File: src/rtl/servo_pkg.sv
package servo_pkg;

  typedef enum logic [1:0] {
    SEL_HOLD = 2'd0,
    SEL_MIN  = 2'd1,
    SEL_MID  = 2'd2,
    SEL_MAX  = 2'd3
  } preset_sel_e;

  // Active-low key pair to preset choice; bit 0 is the first key.
  function automatic preset_sel_e decode_keys(input logic [1:0] keys_n);
    case (keys_n)
      2'b00:   decode_keys = SEL_MIN;
      2'b10:   decode_keys = SEL_MID;
      2'b01:   decode_keys = SEL_MAX;
      default: decode_keys = SEL_HOLD;
    endcase
  endfunction

endpackage

File: src/rtl/servo_tick_gen.sv
module servo_tick_gen #(
  parameter int CLK_DIV = 1000
) (
  input  logic clk_i,
  input  logic rst_ni,
  output logic tick_o
);
  localparam int PW = (CLK_DIV > 1) ? $clog2(CLK_DIV) : 1;
  localparam logic [PW-1:0] LAST = PW'(CLK_DIV - 1);

  logic [PW-1:0] pre_q, pre_d;

  always_comb begin
    if (pre_q == LAST) pre_d = '0;
    else               pre_d = pre_q + 1'b1;
  end

  always_ff @(posedge clk_i or negedge rst_ni) begin
    if (!rst_ni) pre_q <= '0;
    else         pre_q <= pre_d;
  end

  assign tick_o = (pre_q == LAST);
endmodule

File: src/rtl/servo_key_sync.sv
module servo_key_sync #(
  parameter int WIDTH = 2
) (
  input  logic             clk_i,
  input  logic             rst_ni,
  input  logic [WIDTH-1:0] keys_n_i,
  output logic [WIDTH-1:0] keys_n_o
);
  logic [WIDTH-1:0] meta_q, sync_q;

  // Reset to the released level so that no preset is requested.
  always_ff @(posedge clk_i or negedge rst_ni) begin
    if (!rst_ni) begin
      meta_q <= '1;
      sync_q <= '1;
    end else begin
      meta_q <= keys_n_i;
      sync_q <= meta_q;
    end
  end

  assign keys_n_o = sync_q;
endmodule

File: src/rtl/servo_setpoint.sv
module servo_setpoint
  import servo_pkg::*;
#(
  parameter int DUTY_W     = 10,
  parameter int PRESET_MIN = 50,
  parameter int PRESET_MID = 75,
  parameter int PRESET_MAX = 100
) (
  input  logic              clk_i,
  input  logic              rst_ni,
  input  logic [1:0]        keys_n_i,
  input  logic              wrap_i,
  output logic [DUTY_W-1:0] duty_o
);
  localparam logic [DUTY_W-1:0] V_MIN = DUTY_W'(PRESET_MIN);
  localparam logic [DUTY_W-1:0] V_MID = DUTY_W'(PRESET_MID);
  localparam logic [DUTY_W-1:0] V_MAX = DUTY_W'(PRESET_MAX);

  preset_sel_e       sel;
  logic [DUTY_W-1:0] pend_q, pend_d;
  logic [DUTY_W-1:0] act_q, act_d;

  always_comb begin
    sel = decode_keys(keys_n_i);
    case (sel)
      SEL_MIN: pend_d = V_MIN;
      SEL_MID: pend_d = V_MID;
      SEL_MAX: pend_d = V_MAX;
      default: pend_d = pend_q;
    endcase
    act_d = wrap_i ? pend_q : act_q;
  end

  always_ff @(posedge clk_i or negedge rst_ni) begin
    if (!rst_ni) begin
      pend_q <= V_MID;
      act_q  <= V_MID;
    end else begin
      pend_q <= pend_d;
      act_q  <= act_d;
    end
  end

  assign duty_o = act_q;
endmodule

File: src/rtl/servo_sawtooth.sv
module servo_sawtooth #(
  parameter int FRAME_TICKS = 1000,
  parameter int CNT_W       = 10,
  parameter int DUTY_W      = 10
) (
  input  logic              clk_i,
  input  logic              rst_ni,
  input  logic              tick_i,
  input  logic [DUTY_W-1:0] duty_i,
  output logic [CNT_W-1:0]  cnt_o,
  output logic              wrap_o,
  output logic              pwm_o
);
  localparam int CW = (CNT_W > DUTY_W) ? CNT_W : DUTY_W;
  localparam logic [CNT_W-1:0] TOP = CNT_W'(FRAME_TICKS - 1);

  logic [CNT_W-1:0] cnt_q, cnt_d;
  logic             pwm_q, pwm_d;
  logic             at_top;

  always_comb begin
    at_top = (cnt_q == TOP);
    cnt_d  = cnt_q;
    if (tick_i) begin
      if (at_top) cnt_d = '0;
      else        cnt_d = cnt_q + 1'b1;
    end
    pwm_d = (CW'(cnt_q) < CW'(duty_i));
  end

  always_ff @(posedge clk_i or negedge rst_ni) begin
    if (!rst_ni) begin
      cnt_q <= '0;
      pwm_q <= 1'b0;
    end else begin
      cnt_q <= cnt_d;
      pwm_q <= pwm_d;
    end
  end

  assign cnt_o  = cnt_q;
  assign wrap_o = tick_i & at_top;
  assign pwm_o  = pwm_q;
endmodule

File: src/rtl/servo_pulse_gen.sv
module servo_pulse_gen #(
  parameter int CLK_DIV     = 1000,
  parameter int FRAME_TICKS = 1000,
  parameter int DUTY_W      = 10,
  parameter int PRESET_MIN  = 50,
  parameter int PRESET_MID  = 75,
  parameter int PRESET_MAX  = 100
) (
  input  logic       clk_i,
  input  logic       rst_ni,
  input  logic [1:0] key_n,
  output logic       pwm_o
);
  localparam int CNT_W = (FRAME_TICKS > 1) ? $clog2(FRAME_TICKS) : 1;

  logic              rst_meta_q, rst_sync_n;
  logic              tick_en;
  logic [1:0]        keys_s;
  logic              frame_wrap;
  logic [DUTY_W-1:0] duty_act;
  logic [CNT_W-1:0]  saw_cnt;

  // Assert asynchronously, release on a clock edge.
  always_ff @(posedge clk_i or negedge rst_ni) begin
    if (!rst_ni) begin
      rst_meta_q <= 1'b0;
      rst_sync_n <= 1'b0;
    end else begin
      rst_meta_q <= 1'b1;
      rst_sync_n <= rst_meta_q;
    end
  end

  servo_tick_gen #(.CLK_DIV(CLK_DIV)) u_tick (
    .clk_i  (clk_i),
    .rst_ni (rst_sync_n),
    .tick_o (tick_en)
  );

  servo_key_sync #(.WIDTH(2)) u_keys (
    .clk_i    (clk_i),
    .rst_ni   (rst_sync_n),
    .keys_n_i (key_n),
    .keys_n_o (keys_s)
  );

  servo_setpoint #(
    .DUTY_W     (DUTY_W),
    .PRESET_MIN (PRESET_MIN),
    .PRESET_MID (PRESET_MID),
    .PRESET_MAX (PRESET_MAX)
  ) u_setp (
    .clk_i    (clk_i),
    .rst_ni   (rst_sync_n),
    .keys_n_i (keys_s),
    .wrap_i   (frame_wrap),
    .duty_o   (duty_act)
  );

  servo_sawtooth #(
    .FRAME_TICKS (FRAME_TICKS),
    .CNT_W       (CNT_W),
    .DUTY_W      (DUTY_W)
  ) u_saw (
    .clk_i  (clk_i),
    .rst_ni (rst_sync_n),
    .tick_i (tick_en),
    .duty_i (duty_act),
    .cnt_o  (saw_cnt),
    .wrap_o (frame_wrap),
    .pwm_o  (pwm_o)
  );
endmodule

File: config.mk
export PLATFORM = sky130hd
export DESIGN_NAME = servo_pulse_gen
export DESIGN_NICKNAME = d
export VERILOG_FILES = /design/src/rtl/servo_pkg.sv /design/src/rtl/servo_tick_gen.sv /design/src/rtl/servo_key_sync.sv /design/src/rtl/servo_setpoint.sv /design/src/rtl/servo_sawtooth.sv /design/src/rtl/servo_pulse_gen.sv
export SDC_FILE = /design/constraint.sdc
export NUM_CORES = 1
export LEC_CHECK = 0
export BUFFER_PORTS_ARGS = -buffer_cell sky130_fd_sc_hd__buf_2
export CORE_MARGIN = 8
export CORE_UTILIZATION = 25
export DETAILED_ROUTE_END_ITERATION = 8
export PLACE_DENSITY = 0.51
export RECOVER_POWER = 25
export SLEW_MARGIN = 10
export SYNTH_ARGS = -nofsm -noshare
export SYNTH_HDL_FRONTEND = slang
export SYNTH_SLANG_ARGS = --single-unit
File: constraint.sdc
create_clock -name clk_i -period 3.2 [get_ports clk_i]
set_clock_uncertainty 0.2 [all_clocks]
set_input_delay 0.16 -clock clk_i [delete_from_list [all_inputs] [get_ports clk_i]]
set_output_delay 0.16 -clock clk_i [all_outputs]
set_load 0.005 [all_outputs]
Yosys cells after proc, flatten, opt, wreduce, memory -nomap -nowiden:

Index checks and enable logic that the tools add are counted.

* word-level logic and storage cells: 26
* RAM bits: 0
* memories kept: 0
* memory bits (read-only): 0
* input port bits: 4
* bits in latches: 0
* register bits after elaboration: 47

* divide/modulo/power cells: 0
* equal/unequal tests: 7
* $add $sub $neg: 2
* reductions and logical operators: 2
* order comparisons: 1
* shifts and indexed selects: 0
* bitwise operators: 1
* $mul: 0
* multiplexer cells: 4

Operators with widths (number)
* $pmux W10 S3: 1
* $add A10 B1 Y10 const B: 2
* $eq A10 B10 Y1 const B: 2
* $mux W10: 2
* $lt A10 B10 Y1: 1
* $eq A2 B2 Y1 const B: 3
* $pmux W2 S3: 1
* $eq A2 B1 Y1 const B: 2
* $reduce_bool A3 Y1: 1
* $logic_not A2 Y1: 1
* $and A1 B1 Y1: 1

Depth between registers and ports, before layout:

Gate-level depths: netlist of the first run.

* word-level depth: 4
* mapped depth: 7
* mapped depth without buffers: 6

Hierarchy:

A second synthesis of the first run with hierarchy kept.

* cell total of the unflattened synthesis: 176
* area total of the unflattened synthesis: 2021.9 µm²

By module, submodules not included
* servo_sawtooth: sequential area each 275.3 µm², cells an instance 85, instances 1, area each 784.5 µm²
* servo_setpoint: sequential area each 307.8 µm², cells an instance 41, instances 1, area each 595.6 µm²
* servo_tick_gen: sequential area each 250.2 µm², cells an instance 43, instances 1, area each 483.0 µm²
* servo_key_sync: sequential area each 105.1 µm², cells an instance 4, instances 1, area each 105.1 µm²
* servo_pulse_gen: sequential area each 50.0 µm², cells an instance 3, instances 1, area each 53.8 µm²

Worst setup path after synthesis of the first run:

No wires, ideal clock.

* path kind: reg-to-reg
* start: register u_tick.pre_q[0]
* end: register u_setp.act_q[2] (netlist: u_setp.duty_o[2])
* path slack: 1.025 ns
* arrival time: 1.851 ns
* required time: 2.875 ns
* setup time: 0.125 ns
* stages on the path, launching flop included: 8
* period minus slack after synthesis: 2.175 ns
* cells stage by stage: dfrtp_1 > ha_1 > nand4_4 > or3_1 > buf_2 > nor2_4 > buf_6 > mux2_2

* longest elaborated chain between the ends: 2

RTL lines
* start, declared: RTL line servo_tick_gen.sv:11 `logic [PW-1:0] pre_q, pre_d;`
* start signal, assigned: RTL line servo_tick_gen.sv:20 `else pre_q <= pre_d;`
* $eq A10 B10 Y1: RTL line servo_tick_gen.sv:23 `assign tick_o = (pre_q == LAST);`
* $and A1 B1 Y1: RTL line servo_sawtooth.sv:42 `assign wrap_o = tick_i & at_top;`
* end signal, assigned: RTL line servo_setpoint.sv:40 `act_q <= act_d;`
* end, declared: RTL line servo_setpoint.sv:21 `logic [DUTY_W-1:0] act_q, act_d;`

No other way between the ends.
A chain may end at the register's enable or synchronous reset.

Final worst setup path of the first run:

Ends and elaborated chain as after synthesis.

==> metrics.md, run 1 <==
| Metric | Value |
|---|---|
| Status | complete, but fails checks |
| Failing checks | max-capacitance violations, max-slew violations |
| TritonRoute pass-1 iters | 4 |
| Die H | between 100 and 150 µm |
| Worst reg2reg path depth | 5 |
| Wirelength, routed | 3050 µm |
| Routed Antenna Nets | 0 |
| IO buf count | 4 |
| Setup TNS Final | 0 ns |
| Fmax | 423 MHz |
| CP max FO | 11 |
| Seq/Total Area, Yosys | 53.6% |
| Max-Cap Viols | 1 |
| Via density | 4.33 |
| #FFs+latches synth | 39 |
| Power per standard cell area | roughly 470 nW/µm² |
| Largest stage delay on the critical path | between 0.5 and 0.6 ns |
| Clock Latency Late Sink | 0.28 ns |
| Layout cell share with drive strength beyond 1 | 20.1% |
| CTS Sinks | 39 |
| Most frequent cells in the layout | dfrtp_1, nand2_1, ha_1, o21ai_0, dfstp_2 |
| Worst Setup Start Kind | register |
| H-tree levels | 2 |
| Die Area | 10400 µm² |
| Drc violations | 0 |
| Register area | 988 µm² |
| First-pass GRT wire length | 5290 µm |
| Critical-path top delay cell | or3_1 |
| Fin. Hold Viols | 0 |
| Worst reg2reg startpoint | u_tick.pre_q[0] |
| Fin crit period | 2.36 ns |
| Total CTS buffers | 5 |
| Total track usage | 6.48% |
| Crit path cell chain | ha_1 > nand4_4 > or3_1 > nor2_4 > mux2_2 |
| Max VDD drop | 0.000186 V |
| Rel. slew slack | -5.24% |
| Syn Nets | 180 |
| Number of diodes | 0 |
| CP Data Arrival Time | 2.33 ns |
| Post-Place Cells | 265 |
| Clock Pin Slew Worst Setup and Hold Paths | 0.08 ns |
| CP Data Required Time | 3.17 ns |
| Clock root buffer | clkbuf_8 |
| Fill cells | 755 |
| Core Area | about 7200 µm² |
| Synth cell types | 36 |
| RSZ-0062 raised after global routing | no |
| Gp weighted congestion | 0.714 |
| Num ports | 5 |
| Leakage power | 0.903 nW |
| GR Overflow Total | 0 |
| Final slew viol count | 31 |
| Vias after detailed routing | 1204 |
| Initial core utilization | 25.6% |
| Core Rows | 31 |
| Critical path startpoint | u_tick.pre_q[0] |
| Largest net degree at the start of global routing | 31 |
| Synth top area cells | dfrtp_1, dfstp_2, ha_1, mux2_2, nand2_1 |
| CTS tree | done |
| CP Class | register to register |
| Setup bufs post-CTS | 0 |
| Pre-CTS setup slack | 0.844 ns |
| Vias in the first global route | 1147 |
| P&R area growth vs syn | 17.4% |
| YS warnings | 0 |
| Post-synth top area cell | dfrtp_1 |
| Worst hold path type | register to async pin |
| Layout Nets | slightly below 200 |
| Multi-input logic area | between 800 and 900 µm² |
| Synth Cell Area | 1840 µm² |
| # setup viols final | 0 |
| Wire per inst | around 11 µm |
| Synth top area share | 39.3% |
| Avg Inst Size Synth | roughly 11 µm² |
| Worst-margin pin slew | 1.58 ns |
| Commonest non-fill, non-tap cell in the layout | dfrtp_1 |
| Die X-Extent | 102 µm |
| Detail Placement HPWL | ~2100 µm |
| Clock Tree Buf Depth | 2 |
| Final cell count without fillers | 278 |
| Part of the cycle the worst path needs | 73.9% |
| Post-layout util | 30.0% |
| Critical path capture point type | register |
| Iteration-0 DRC Markers | 38 |
| Synth Instances | 163 |
| Post-route setup slack | 0.837 ns |
| Hold_ws | 0.130 ns |
| Initial antenna violation count | 0 |
## cell usage after synthesis
cell      instances
nor2b_1           1
or4_4             1
nand2b_1          1
or2_4             1
nand4_1           6
clkbuf_1          1
mux2_2            9
o211a_1           1
conb_1            1
inv_1             8
nand4_4           1
a21o_1            1
xnor2_1           4
nand2_1          14
a31oi_1           1
nand3_1           7
buf_6             1
a41oi_1           1
dfstp_2          10
nor3_1            4
nor4_1            3
dfrtp_1          29
or3_1             6
and2_1            2
o22a_1            1
o21ai_0          10
buf_2             1
nand4b_1          1
a21oi_1           6
o31ai_1           1
ha_1             13
mux2i_1           1
xor2_1            4
nor2_1            9
o211ai_1          1
nor2_4            1
## stage by stage
step	total power, mW	area [µm²]
after CTS	1.04	2170
after global routing	1.06	2170
after detailed placement	0.549	1980
after floorplan	0.538	1840
final	1.02	2170
after global placement	0.548	1980
## where the power goes
part,internal [mW],switching [mW]
logic,0.0118,0.0144
clock network,0.311,0.171
registers,0.509,0.00763
total,0.832,0.193
## worst paths after layout
kind / to / slack (ns)
min in group clk_i: rst_sync_n / 0.15
worst min-delay path: u_keys.keys_n_o[0] / 0.13
worst max register to register: u_setp.duty_o[2] / 0.84
worst max-delay path: u_setp.duty_o[2] / 0.84
max in group asynchronous: u_tick.pre_q[8] / 1.16
worst min register to register: u_keys.keys_n_o[0] / 0.13
## final cells by class
type	instances	area share, %
clock buffers	5	3.18
clock inverters	3	3.12
inverters	8	1.39
multi-input cells	113	37.2
flip-flops and latches	39	45.6
well taps	99	5.72
repair buffers	11	3.76
## critical path: cells and delay by family, from the launching register on
kind | cells | cell delay [ns]
AND/OR/NAND/NOR | 3 | 1.01
flip-flops | 1 | 0.37
multiplexers | 1 | 0.37
adder cells (fa/ha/maj) | 1 | 0.29
## metal layers
layer	track usage [%]	routed length [µm]	vias up
met5	0	0	-
li1	-	-	604
met3	2.04	147	4
met1	8.29	1540	569
met2	9.51	1320	27
met4	3.50	48	0
## registers in the layout (all words and copies together), names as in the netlist
signal and cells:
u_saw.cnt_o 10, u_setp.duty_o 6, u_saw.pwm_o 1, u_keys.keys_n_o 2, u_setp.pend_q 6, u_tick.pre_q 10
u_keys.meta_q 2, rst_sync_n 1, rst_meta_q 1
## cell families (layout without fill, tap and decap cells)
| kind of cell | count (synthesis) | count (layout) | synth area share (%) |
|---|---|---|---|
| and+or+nand+nor | 58 | 58 | 17.4 |
| buffers and inverters | 11 | 27 | 2.71 |
| xor gates and xnor gates | 8 | 8 | 3.80 |
| other | 1 | 1 | 0.203 |
| AOI/OAI and AO/OA | 23 | 23 | 7.40 |
| muxes | 10 | 10 | 6.04 |
| DFF | 39 | 39 | 53.6 |
| adders and majority gates | 13 | 13 | 8.82 |
## what timing repair did
action                                 4_1_cts  5_1_grt
endpoints found under the hold margin        6        0
gates resized for setup                      0        0
hold buffers                                 5        0
No activity file was read; power rests on OpenSTA's default activity.
==> inputs of run 2 (changes only) <==
--- a/config.mk
+++ b/config.mk
@@ -9,7 +9,7 @@
 export CORE_MARGIN = 8
 export CORE_UTILIZATION = 25
 export DETAILED_ROUTE_END_ITERATION = 8
-export PLACE_DENSITY = 0.51
+export PLACE_DENSITY = 0.52
 export RECOVER_POWER = 25
 export SLEW_MARGIN = 10
 export SYNTH_ARGS = -nofsm -noshare
==> constraint.sdc (replaced) <==
create_clock -name clk_i -period 1.9 [get_ports clk_i]
set_clock_uncertainty 0.2 [all_clocks]
set_input_delay 0.095 -clock clk_i [delete_from_list [all_inputs] [get_ports clk_i]]
set_output_delay 0.095 -clock clk_i [all_outputs]
set_load 0.005 [all_outputs]
==> run 2 against run 1 <==
The run ends with negative setup slack left. Total power grew 56%. Wire length is 16% higher. Register-to-register slack worse by 0.86 ns. Flip-flop and latch count is the same. Sequential share of layout area decreased by 5.1 points. First-iteration DRC count up 45%. Clock-buffer cell count is the same. Largest power group unchanged. Non-clock buffer count increased by 30.
==> metrics.md, run 2 (same netlist as run 1, synthesis figures left out) <==
| Metric | Value |
|---|---|
| Die Area | 10400 µm² |
| Num ports | 5 |
| CTS tree | done |
| GR Overflow Total | 0 |
| Worst reg2reg startpoint | u_tick.pre_q[4] |
| Placed Area | 2220 µm² |
| Core Rows | 31 |
| Post-route setup slack | -0.0212 ns |
| Hold_ws | between 0.15 and 0.2 ns |
| Number of diodes | 0 |
| Part of the cycle the worst path needs | 101% |
| Routed Antenna Nets | 0 |
| Core Area | between 7000 and 8000 µm² |
| Commonest non-fill, non-tap cell in the layout | buf_4 |
| Metal-1 WL | 1740 µm |
| Max VDD drop | 0.000338 V |
| Die X-Extent | just over 100 µm |
| Iteration-0 DRC Markers | 55 |
| Met3 wire length | 94 µm |
| Gp weighted congestion | between 0.7 and 0.8 |
| TritonRoute pass-1 iters | 3 |
| Clock Tree Buf Depth | 2 |
| Top Layer Used | met4 |
| Initial antenna violation count | 0 |
| Clock Pin Slew Worst Setup and Hold Paths | 0.08 ns |
| Total CTS buffers | 5 |
| Design area | 2440 µm² |
| Drc violations | 0 |
| Fin. Hold Viols | 0 |
| H-tree levels | 2 |
| Hold Startpoint | u_keys.meta_q[1] |
| Status | complete, but fails checks |
| Power per standard cell area | 655 nW/µm² |
| Max-Cap Viols | 0 |
| Rel. slew slack | between 30% and 40% |
| Fmax | 521 MHz |
| P&R area growth vs syn | 32.4% |
| Met2 Routed Length | 1670 µm |
| RSZ-0062 raised after global routing | yes |
| Vias in the first global route | 1326 |
| Wirelength, routed | 3540 µm |
| Leakage power | 1.06 nW |
| IO buf count | 4 |
| Layout Nets | approximately 230 |
| Initial core utilization | 25.6% |
| Largest stage delay on the critical path | 0.54 ns |
| Via density | 4.31 |
| CP Class | register to register |
| CP Data Arrival Time | approximately 1.9 ns |
| CTS Sinks | 39 |
| Failing checks | negative setup slack |
| Total track usage | 7.32% |
| Crit path cell chain | or2_4 > or4_4 > or3_4 > a21oi_2 |
| Critical path startpoint | u_tick.pre_q[4] |
| CP max FO | 4 |
| Clock Latency Late Sink | 0.29 ns |
| Wire per inst | ~12 µm |
| Fin crit period | 1.92 ns |
| Vias after detailed routing | 1328 |
| Final slew viol count | 0 |
| Most frequent cells in the layout | buf_4, dfrtp_1, nand2_1, ha_1, dfstp_2 |
| Worst-margin pin slew | 0.932 ns |
| Clock root buffer | clkbuf_8 |
| # setup viols final | 2 |
| CP Data Required Time | 1.92 ns |
| Worst hold path type | register to register |
| Largest net degree at the start of global routing | 38 |
| Layout cell share with drive strength beyond 1 | between 30% and 40% |
| Detail Placement HPWL | 2500 µm |
| First-pass GRT wire length | 6070 µm |
| Critical-path top delay cell | or4_4 |
| Worst Setup Start Kind | register |
| Critical path capture point type | register |
| Die H | 102 µm |
-- run 2: cell types whose count changed in the layout (fill, tap and decap cells not counted), sizes merged --
| cell | before | now |
|---|---|---|
| dlygate4sd3 | 5 | 4 |
| clkinvlp | 1 | 0 |
| buf | 5 | 36 |
| bufinv | 2 | 1 |
| clkinv | 0 | 2 |
-- run 2: critical path, delay by kind of cell, from the launching register on --
| family | cells | cell delay (ns) |
|---|---|---|
| flops | 1 | 0.38 |
| simple gates | 3 | 1.15 |
| compound gates | 1 | 0.13 |
-- run 2: repair_timing --
action,CTS,global route
hold endpoints to repair,4,0
setup endpoints to repair,8,12
setup buffers,1,1
pin swaps,5,5
gates resized for setup,1,8
hold buffers,4,0
-- run 2: metrics by stage --
step	util (%)	instances	setup TNS [ns]	power (mW)	setup WS (ns)
floorplan	-	163	-0.587	0.907	-0.120
global placement	30.8	294	-0.238	0.925	-0.0407
detailed placement	30.8	294	-0.359	0.926	-0.0640
CTS	33.1	307	-0.431	1.63	-0.0756
global route	33.8	308	-0.471	1.68	-0.0757
finish	33.8	308	-0.0335	1.60	-0.0212
-- run 2: power by group --
group          switching (mW)  leakage, nW  total (mW)  internal [mW]
clock network           0.294       0.0581       0.685          0.391
registers              0.0101        0.489       0.867          0.857
logic                  0.0270        0.516      0.0462         0.0192
-- run 2: worst paths after layout --
check / to / slack [ns] / cells after the start
worst max-delay path: u_saw.cnt_o[7] / -0.02 / 4
worst min-delay path: u_keys.keys_n_o[1] / 0.16 / 0
worst max register to register: u_saw.cnt_o[7] / -0.02 / 4
worst min register to register: u_keys.keys_n_o[1] / 0.16 / 0
max in group asynchronous: u_saw.pwm_o / 0.66 / 1
min in group asynchronous: u_saw.cnt_o[1] / 0.26 / 1
-- run 2: cell type report --
| class | instances | area, µm² |
|---|---|---|
| clock inverters | 3 | 43.8 |
| inverters | 8 | 30.0 |
| clock buffers | 5 | 68.8 |
| fillers | 761 | 4770 |
| repair buffers | 41 | 322 |
| well taps | 99 | 124 |
| flip-flops and latches | 39 | 988 |
| multi-input cells | 113 | 865 |
-- run 2: routing by layer --
| layer | up-vias | track usage [%] |
|---|---|---|
| met5 | - | 0 |
| met3 | 2 | 1.84 |
| met1 | 654 | 9.43 |
| met2 | 10 | 11.4 |
| met4 | 0 | 3.05 |
| li1 | 662 | - |
